[config.mk]
export PLATFORM = sky130hd
export DESIGN_NAME = gpio_port_data
export DESIGN_NICKNAME = d
export VERILOG_FILES = /design/src/rtl/gpio_pkg.sv /design/src/rtl/gpio_in_sync.sv /design/src/rtl/gpio_bus_lanes.sv /design/src/rtl/gpio_pin_mode.sv /design/src/rtl/gpio_port_data.sv
export SDC_FILE = /design/constraint.sdc
export NUM_CORES = 1
export LEC_CHECK = 0
export BUFFER_PORTS_ARGS = -buffer_cell sky130_fd_sc_hd__buf_2
export CAP_MARGIN = 10
export CORE_MARGIN = 8
export CORE_UTILIZATION = 40
export DETAILED_ROUTE_END_ITERATION = 8
export GPL_TIMING_DRIVEN = 0
export PLACE_DENSITY_LB_ADDON = 0.15
export SYNTH_ARGS = -nofsm -noshare
export SYNTH_HDL_FRONTEND = slang
export SYNTH_HIERARCHICAL = 1
export SYNTH_SLANG_ARGS = --single-unit
[constraint.sdc]
create_clock -name clk -period 3.1 [get_ports clk]
set_clock_uncertainty 0.05 [all_clocks]
set_input_delay 0.465 -clock clk [delete_from_list [all_inputs] [get_ports clk]]
set_output_delay 0.465 -clock clk [all_outputs]
set_load 0.1 [all_outputs]
[src/rtl/gpio_pkg.sv]
`timescale 1ns/1ps
package gpio_pkg;

    localparam int BUS_W  = 32;
    localparam int HALF_W = 16;
    localparam int BYTE_W = 8;
    localparam int LANES  = BUS_W / BYTE_W;

    typedef enum logic [1:0] {
        ACC_BYTE     = 2'd0,
        ACC_HALF     = 2'd1,
        ACC_WORD     = 2'd2,
        ACC_WORD_ALT = 2'd3
    } acc_size_e;

    // Bit position of a pin inside the 32-bit bus image of the pair.
    function automatic int pin_slot(input int pin, input int lo_bits);
        return (pin < lo_bits) ? pin : HALF_W + (pin - lo_bits);
    endfunction

    // Image bits that hold a real latch.
    function automatic logic [BUS_W-1:0] impl_mask(input int lo_bits, input int hi_bits);
        logic [BUS_W-1:0] m;
        m = '0;
        for (int p = 0; p < lo_bits + hi_bits; p++) begin
            m[pin_slot(p, lo_bits)] = 1'b1;
        end
        return m;
    endfunction

endpackage

[src/rtl/gpio_in_sync.sv]
`timescale 1ns/1ps
module gpio_in_sync #(
    parameter int WIDTH  = 24,
    parameter int STAGES = 2
) (
    input  logic             clk,
    input  logic             por_n,
    input  logic [WIDTH-1:0] din,
    output logic [WIDTH-1:0] dout
);

    logic [STAGES-1:0][WIDTH-1:0] sync_d, sync_q;

    always_comb begin
        sync_d[0] = din;
        for (int k = 1; k < STAGES; k++) begin
            sync_d[k] = sync_q[k-1];
        end
    end

    always_ff @(posedge clk or negedge por_n) begin
        if (!por_n) begin
            sync_q <= '0;
        end else begin
            sync_q <= sync_d;
        end
    end

    assign dout = sync_q[STAGES-1];

endmodule

[src/rtl/gpio_bus_lanes.sv]
`timescale 1ns/1ps
module gpio_bus_lanes
    import gpio_pkg::*;
(
    input  logic [1:0]       acc_size,
    input  logic [1:0]       acc_addr,
    input  logic [BUS_W-1:0] wdata,
    input  logic [BUS_W-1:0] rimg,
    output logic [BUS_W-1:0] wmask,
    output logic [BUS_W-1:0] wimg,
    output logic [BUS_W-1:0] rdata
);

    acc_size_e        sz;
    logic [1:0]       lane_sel;
    logic [LANES-1:0] lane_en;

    assign sz       = acc_size_e'(acc_size);
    // Big-endian: offset 0 is the most significant lane.
    assign lane_sel = ~acc_addr;

    always_comb begin
        lane_en = '0;
        wimg    = wdata;
        rdata   = '0;
        case (sz)
            ACC_BYTE: begin
                lane_en[lane_sel]     = 1'b1;
                wimg                  = {LANES{wdata[BYTE_W-1:0]}};
                rdata[BYTE_W-1:0]     = rimg[lane_sel*BYTE_W +: BYTE_W];
            end
            ACC_HALF: begin
                if (acc_addr[1]) begin
                    lane_en[1:0] = 2'b11;
                end else begin
                    lane_en[3:2] = 2'b11;
                end
                wimg              = {2{wdata[HALF_W-1:0]}};
                rdata[HALF_W-1:0] = acc_addr[1] ? rimg[HALF_W-1:0] : rimg[BUS_W-1:HALF_W];
            end
            default: begin
                lane_en = '1;
                rdata   = rimg;
            end
        endcase
    end

    for (genvar l = 0; l < LANES; l++) begin : g_mask
        assign wmask[l*BYTE_W +: BYTE_W] = {BYTE_W{lane_en[l]}};
    end

endmodule

[src/rtl/gpio_pin_mode.sv]
`timescale 1ns/1ps
module gpio_pin_mode #(
    parameter int N = 24
) (
    input  logic [N-1:0] dir,
    input  logic [N-1:0] func_gpio,
    input  logic [N-1:0] latch,
    input  logic [N-1:0] synced,
    output logic [N-1:0] oe,
    output logic [N-1:0] rd_bits
);

    for (genvar i = 0; i < N; i++) begin : g_pin
        logic drive_out;
        assign drive_out  = func_gpio[i] & dir[i];
        assign oe[i]      = drive_out;
        assign rd_bits[i] = drive_out ? latch[i] : synced[i];
    end

endmodule

[src/rtl/gpio_port_data.sv]
`timescale 1ns/1ps
module gpio_port_data
    import gpio_pkg::*;
#(
    parameter int LO_BITS     = 16,
    parameter int HI_BITS     = 8,
    parameter int SYNC_STAGES = 2
) (
    input  logic                       clk,
    input  logic                       por_n,
    input  logic                       wdt_rst,
    input  logic                       bus_sel,
    input  logic                       bus_wr,
    input  logic [1:0]                 bus_size,
    input  logic [1:0]                 bus_addr,
    input  logic [31:0]                bus_wdata,
    output logic [31:0]                bus_rdata,
    input  logic [LO_BITS+HI_BITS-1:0] pin_in,
    input  logic [LO_BITS+HI_BITS-1:0] pin_dir,
    input  logic [LO_BITS+HI_BITS-1:0] pin_func_gpio,
    output logic [LO_BITS+HI_BITS-1:0] pin_out,
    output logic [LO_BITS+HI_BITS-1:0] pin_oe
);

    localparam int              PIN_W = LO_BITS + HI_BITS;
    localparam logic [BUS_W-1:0] IMPL  = impl_mask(LO_BITS, HI_BITS);

    typedef struct packed {
        logic [PIN_W-1:0] data;
    } state_t;

    state_t            st_d, st_q;
    logic              wr_fire;
    logic [BUS_W-1:0]  wmask, wimg, rimg;
    logic [PIN_W-1:0]  synced, rd_bits;
    logic              unused_rsvd_lanes;

    gpio_in_sync #(
        .WIDTH  (PIN_W),
        .STAGES (SYNC_STAGES)
    ) u_sync (
        .clk   (clk),
        .por_n (por_n),
        .din   (pin_in),
        .dout  (synced)
    );

    gpio_bus_lanes u_lanes (
        .acc_size (bus_size),
        .acc_addr (bus_addr),
        .wdata    (bus_wdata),
        .rimg     (rimg),
        .wmask    (wmask),
        .wimg     (wimg),
        .rdata    (bus_rdata)
    );

    gpio_pin_mode #(
        .N (PIN_W)
    ) u_mode (
        .dir       (pin_dir),
        .func_gpio (pin_func_gpio),
        .latch     (st_q.data),
        .synced    (synced),
        .oe        (pin_oe),
        .rd_bits   (rd_bits)
    );

    assign wr_fire = bus_sel & bus_wr & ~wdt_rst;

    // Lane bits over reserved positions have no latch behind them.
    assign unused_rsvd_lanes = ^((wmask | wimg) & ~IMPL);

    always_comb begin
        st_d = st_q;
        for (int p = 0; p < PIN_W; p++) begin
            if (wr_fire && wmask[pin_slot(p, LO_BITS)]) begin
                st_d.data[p] = wimg[pin_slot(p, LO_BITS)];
            end
        end
    end

    always_ff @(posedge clk or negedge por_n) begin
        if (!por_n) begin
            st_q <= '0;
        end else begin
            st_q <= st_d;
        end
    end

    always_comb begin
        rimg = '0;
        for (int p = 0; p < PIN_W; p++) begin
            rimg[pin_slot(p, LO_BITS)] = rd_bits[p];
        end
    end

    assign pin_out = st_q.data;

endmodule

# Word level (Yosys, flattened, before mapping)
# Index checks and enable logic that the tools add are counted.
# totals
input_bits	113
wordCells	77
register_bits	72
output_inout_bits	80
# classes
magnitude_cmp	2
eq_ne	1
shift	1
n_reduce_logical	6
muxes	34
n_bitwise	28
# ops
operator	count
$pmux W24 S2	1
$pmux W8 S2	2
$shiftx A32 B6 Y8	1
$and A1 B1 Y1	26
$mux W1	26
$mux W16	1
$mux W8	1
$pmux W3 S2	1
$logic_and A1 B1 Y1	4
$lt A2 B3 Y1 const B	1
$demux W1 S2	1
$eq A2 B1 Y1 const B	1
$ge A2 B1 Y1 const B	1
$logic_not A2 Y1	1
$mux W2	1
$not A2 Y2	1
$reduce_or A2 Y1	1
$not A1 Y1	1

# Depth between registers and ports, before layout
# logic_depth
depth_word	7
depth_mapped	7
depth_no_buf	5

# Hierarchy
# Netlist, hierarchy kept.
# by_module_without_submodules
module	area_each_um2	seq_area_each_um2	cells_each	instances
gpio_bus_lanes	1331.3	0.0	192	1
gpio_in_sync	1201.2	1201.2	48	1
gpio_port_data	1139.8	600.6	79	1
gpio_pin_mode	750.7	0.0	72	1

# Least setup slack after synthesis
# Ideal clock, no wire load.
# synth_timing
path_kind	flip-flop to output port
start	register st_q (netlist bit pin_out[8])
end	output bus_rdata[0]
path_slack_ns	-0.170
path_buffers	0
t_arrival_ns	2.755
stages_incl_launch_ff	5
cell_sequence	dfrtp_1 mux2_4 mux2_2 a21oi_1 o21ai_1
# synth_between
elab_chain_len	3
# synth_rtl
item	line_no	rtl
start, declared	gpio_port_data.sv:32	state_t st_d, st_q;
start signal, assigned	gpio_port_data.sv:87	st_q <= st_d;
$mux W1	gpio_pin_mode.sv:17	assign rd_bits[i] = drive_out ? latch[i] : synced[i];
net rd_bits[8]	gpio_port_data.sv:35	logic [PIN_W-1:0] synced, rd_bits;
$shiftx A32 B6 Y8	gpio_bus_lanes.sv:30	rdata[BYTE_W-1:0] = rimg[lane_sel*BYTE_W +: BYTE_W];
$pmux W8 S2	gpio_bus_lanes.sv:26	case (sz)
end, declared	gpio_port_data.sv:17	output logic [31:0] bus_rdata,
# The timed path passes the listed nets, and every way through them passes these cells.

# Worst setup path in the final report
# layout_timing
start	input bus_size[1]
end	output bus_rdata[5]
# layout_between
elab_chain_len	2
elab_cells_between_ends	3
classes_between	eq/ne (1); mux (1); reduce/logical (1)
# layout_rtl
item	line_no	rtl
start, declared	gpio_port_data.sv:14	input logic [1:0] bus_size,
$eq A2 B1 Y1 / $logic_not A2 Y1 (equally long branches)	gpio_bus_lanes.sv:26	
$pmux W8 S2 *	gpio_bus_lanes.sv:26	
# Every way passes the cells marked *; elsewhere a longest branch is shown, timed or not.

==> flow_metrics.env <==
export IMPL_dr_wl_met2_mm=5.802
export IMPL_drc=0
export IMPL_vias=3308
export IMPL_cts_root_buf="clkbuf_8"
export IMPL_final_setup_tns_ns=0
export IMPL_rrSetupSlack_ns=2.18
export IMPL_reg2reg_depth=1
export IMPL_design_area_sq_um=5610
export IMPL_status="completed"
export IMPL_antenna_found_initial=0
export IMPL_antenna_cells=0
export IMPL_grt_ovfl_total=0
export IMPL_finalCritPeriodShare_pct=80.15
export IMPL_die_y_um=118.6
export IMPL_grt_max_degree=45
export IMPL_wl_per_cell_um=17.06
export IMPL_grt_pass1_vias=3630
export IMPL_leakagePower_nw=2.867
export IMPL_die_area_sq_um=14070
export IMPL_cts_sinks=72
export IMPL_layout_common_cells="buf_2, dfrtp_1, buf_4"
export IMPL_r2r_end="pin_out[11]$_DFFE_PN0P_"
export IMPL_fp_dieW_um=118.6
export IMPL_cts_made_buffers=9
export IMPL_synth_area_sq_um=4213
export IMPL_p_total_mw=3.549
export IMPL_rsz0062_at_grt="false"
export IMPL_dp_slack_ns=0.6188
export IMPL_fin_nets=683
export IMPL_htreeDepth=3
export IMPL_wl_met3_um=976
export IMPL_critPathRequiredTime_ns=2.58
export IMPL_layout_cells_most_common="buf_2"
export IMPL_synth_yosys_warnings=6
export IMPL_endpoint="bus_rdata[5]"
export IMPL_hold_path_class="in -> reg"
export IMPL_power_density_nw_per_um2=632.6
export IMPL_viasPerCell=4.653
export IMPL_setup_slack_ns=0.6153
export IMPL_top_layer="met4"
export IMPL_rr_startpoint="pin_out[11]$_DFFE_PN0P_"
export IMPL_slew_headroom_pct=35.87
export IMPL_crit_type="in -> out"
export IMPL_register_area_sq_um=1802
export IMPL_start_kind="primary input"
export IMPL_area_growth_syn_to_layout_pct=33.17
export IMPL_start_util_pct=40.99
export IMPL_antenna_left=0
export IMPL_io_buffers=175
export IMPL_tritoncts="done"
export IMPL_worst_slew_pin_transition_ns=0.9687
export IMPL_hold_ws_ns=0.1483
export IMPL_clk_pin_slew_ns=0.09
export IMPL_syn_avg_cell_area_sq_um=11.73
export IMPL_crit_path_start="bus_size[1]"
export IMPL_finalSetupViolations=0
export IMPL_cp_end_kind="output port"
export IMPL_gp_congestion=0.7527
export IMPL_multi_input_area_sq_um=1959
export IMPL_clk_latency_ns=0.36
export IMPL_layout_drive_gt1_share_pct=58.96
export IMPL_grt_pass1_wl_mm=19.28
export IMPL_drv_cap=0
export IMPL_syn_inst=359
export IMPL_globalRouteTotalUtil_pct=17.48
export IMPL_wl_met1_mm=5.143
export IMPL_nFillCells=978
export IMPL_max_freq_mhz=402.5
export IMPL_path_max_fanout=10
export IMPL_arrival_ns=1.97
export IMPL_clockBufferDepth=2
export IMPL_rows=37
export IMPL_hpwl_mm=9.462
export IMPL_postPlaceCellArea_sq_um=5405
export IMPL_fin_crit_ns=2.485
export IMPL_slew_violations=0
export IMPL_drt_iter0_markers=116
export IMPL_wirelength_mm=12.13
export IMPL_ctsResizeCount=0
export IMPL_ios=193
export IMPL_peakVddDrop_v=0.0003499
export IMPL_core_sq_um=10280
export IMPL_hold_viol_final=0
export IMPL_dr_pass1_iters=4
-- final cells by class --
cell class / instances / share of cell area (%)
Multi-Input combinational cell: 233 / 34.92
Sequential cell: 72 / 32.11
Timing Repair Buffer: 177 / 16.32
Buffer: 76 / 10.06
Tap cell: 136 / 3.033
Clock buffer: 10 / 2.275
Clock inverter: 6 / 1.204
Inverter: 1 / 0.06690
-- sequential cells by signal, summed over array words and instances, names as in the netlist --
register       flops
pin_out           24
u_sync/dout       24
u_sync/sync_d     24
-- worst min-delay path by stage --
stage / from / endpoint / slack (ns) / cells past startpoint
2_1_floorplan: por_n / pin_out[0]$_DFFE_PN0P_ / 0.12 / 0
3_3_place_gp: u_sync/sync_d[35]$_DFF_PN0_ / u_sync/dout[11]$_DFF_PN0_ / 0.28 / 0
3_5_place_dp: u_sync/sync_d[26]$_DFF_PN0_ / u_sync/dout[2]$_DFF_PN0_ / 0.28 / 0
4_1_cts: pin_in[13] / u_sync/sync_d[37]$_DFF_PN0_ / 0.12 / 1
5_1_grt: pin_in[13] / u_sync/sync_d[37]$_DFF_PN0_ / 0.12 / 1
6_report: pin_in[13] / u_sync/sync_d[37]$_DFF_PN0_ / 0.15 / 1
-- where the power goes --
group	switching [mW]	total [mW]	leakage (nW)	internal [mW]
clock	0.380	0.754	0.0929	0.374
combinational	1.28	1.68	1.93	0.396
sequential	0.0727	1.12	0.847	1.05
total	1.73	3.55	2.87	1.82
-- layer usage --
| metal | track usage, % | vias up |
|---|---|---|
| li1 | - | 1605 |
| met1 | 20.39 | 1547 |
| met4 | 5.613 | 0 |
| met2 | 28.58 | 143 |
| met5 | 0 | - |
| met3 | 7.282 | 13 |
-- metrics by stage --
| step | utilization (%) | cells |
|---|---|---|
| floorplan | - | 382 |
| detailed placement | 52.59 | 694 |
| global placement | 52.30 | 693 |
| CTS | 54.59 | 711 |
| finish | 54.59 | 711 |
| global route | 54.59 | 711 |
-- worst max-delay path, stage by stage --
cell and delay [ns]:
buf_2 0.11, or2_1 0.21, clkbuf_1 0.25, buf_2 0.31, o21ai_2 0.18, buf_2 0.44
-- what timing repair did --
item                      4_1_cts  5_1_grt
hold buffers                    1        0
hold endpoints to repair       28        0
buffers inserted                0        0
Note: power is estimated with default switching activity, not from simulation.
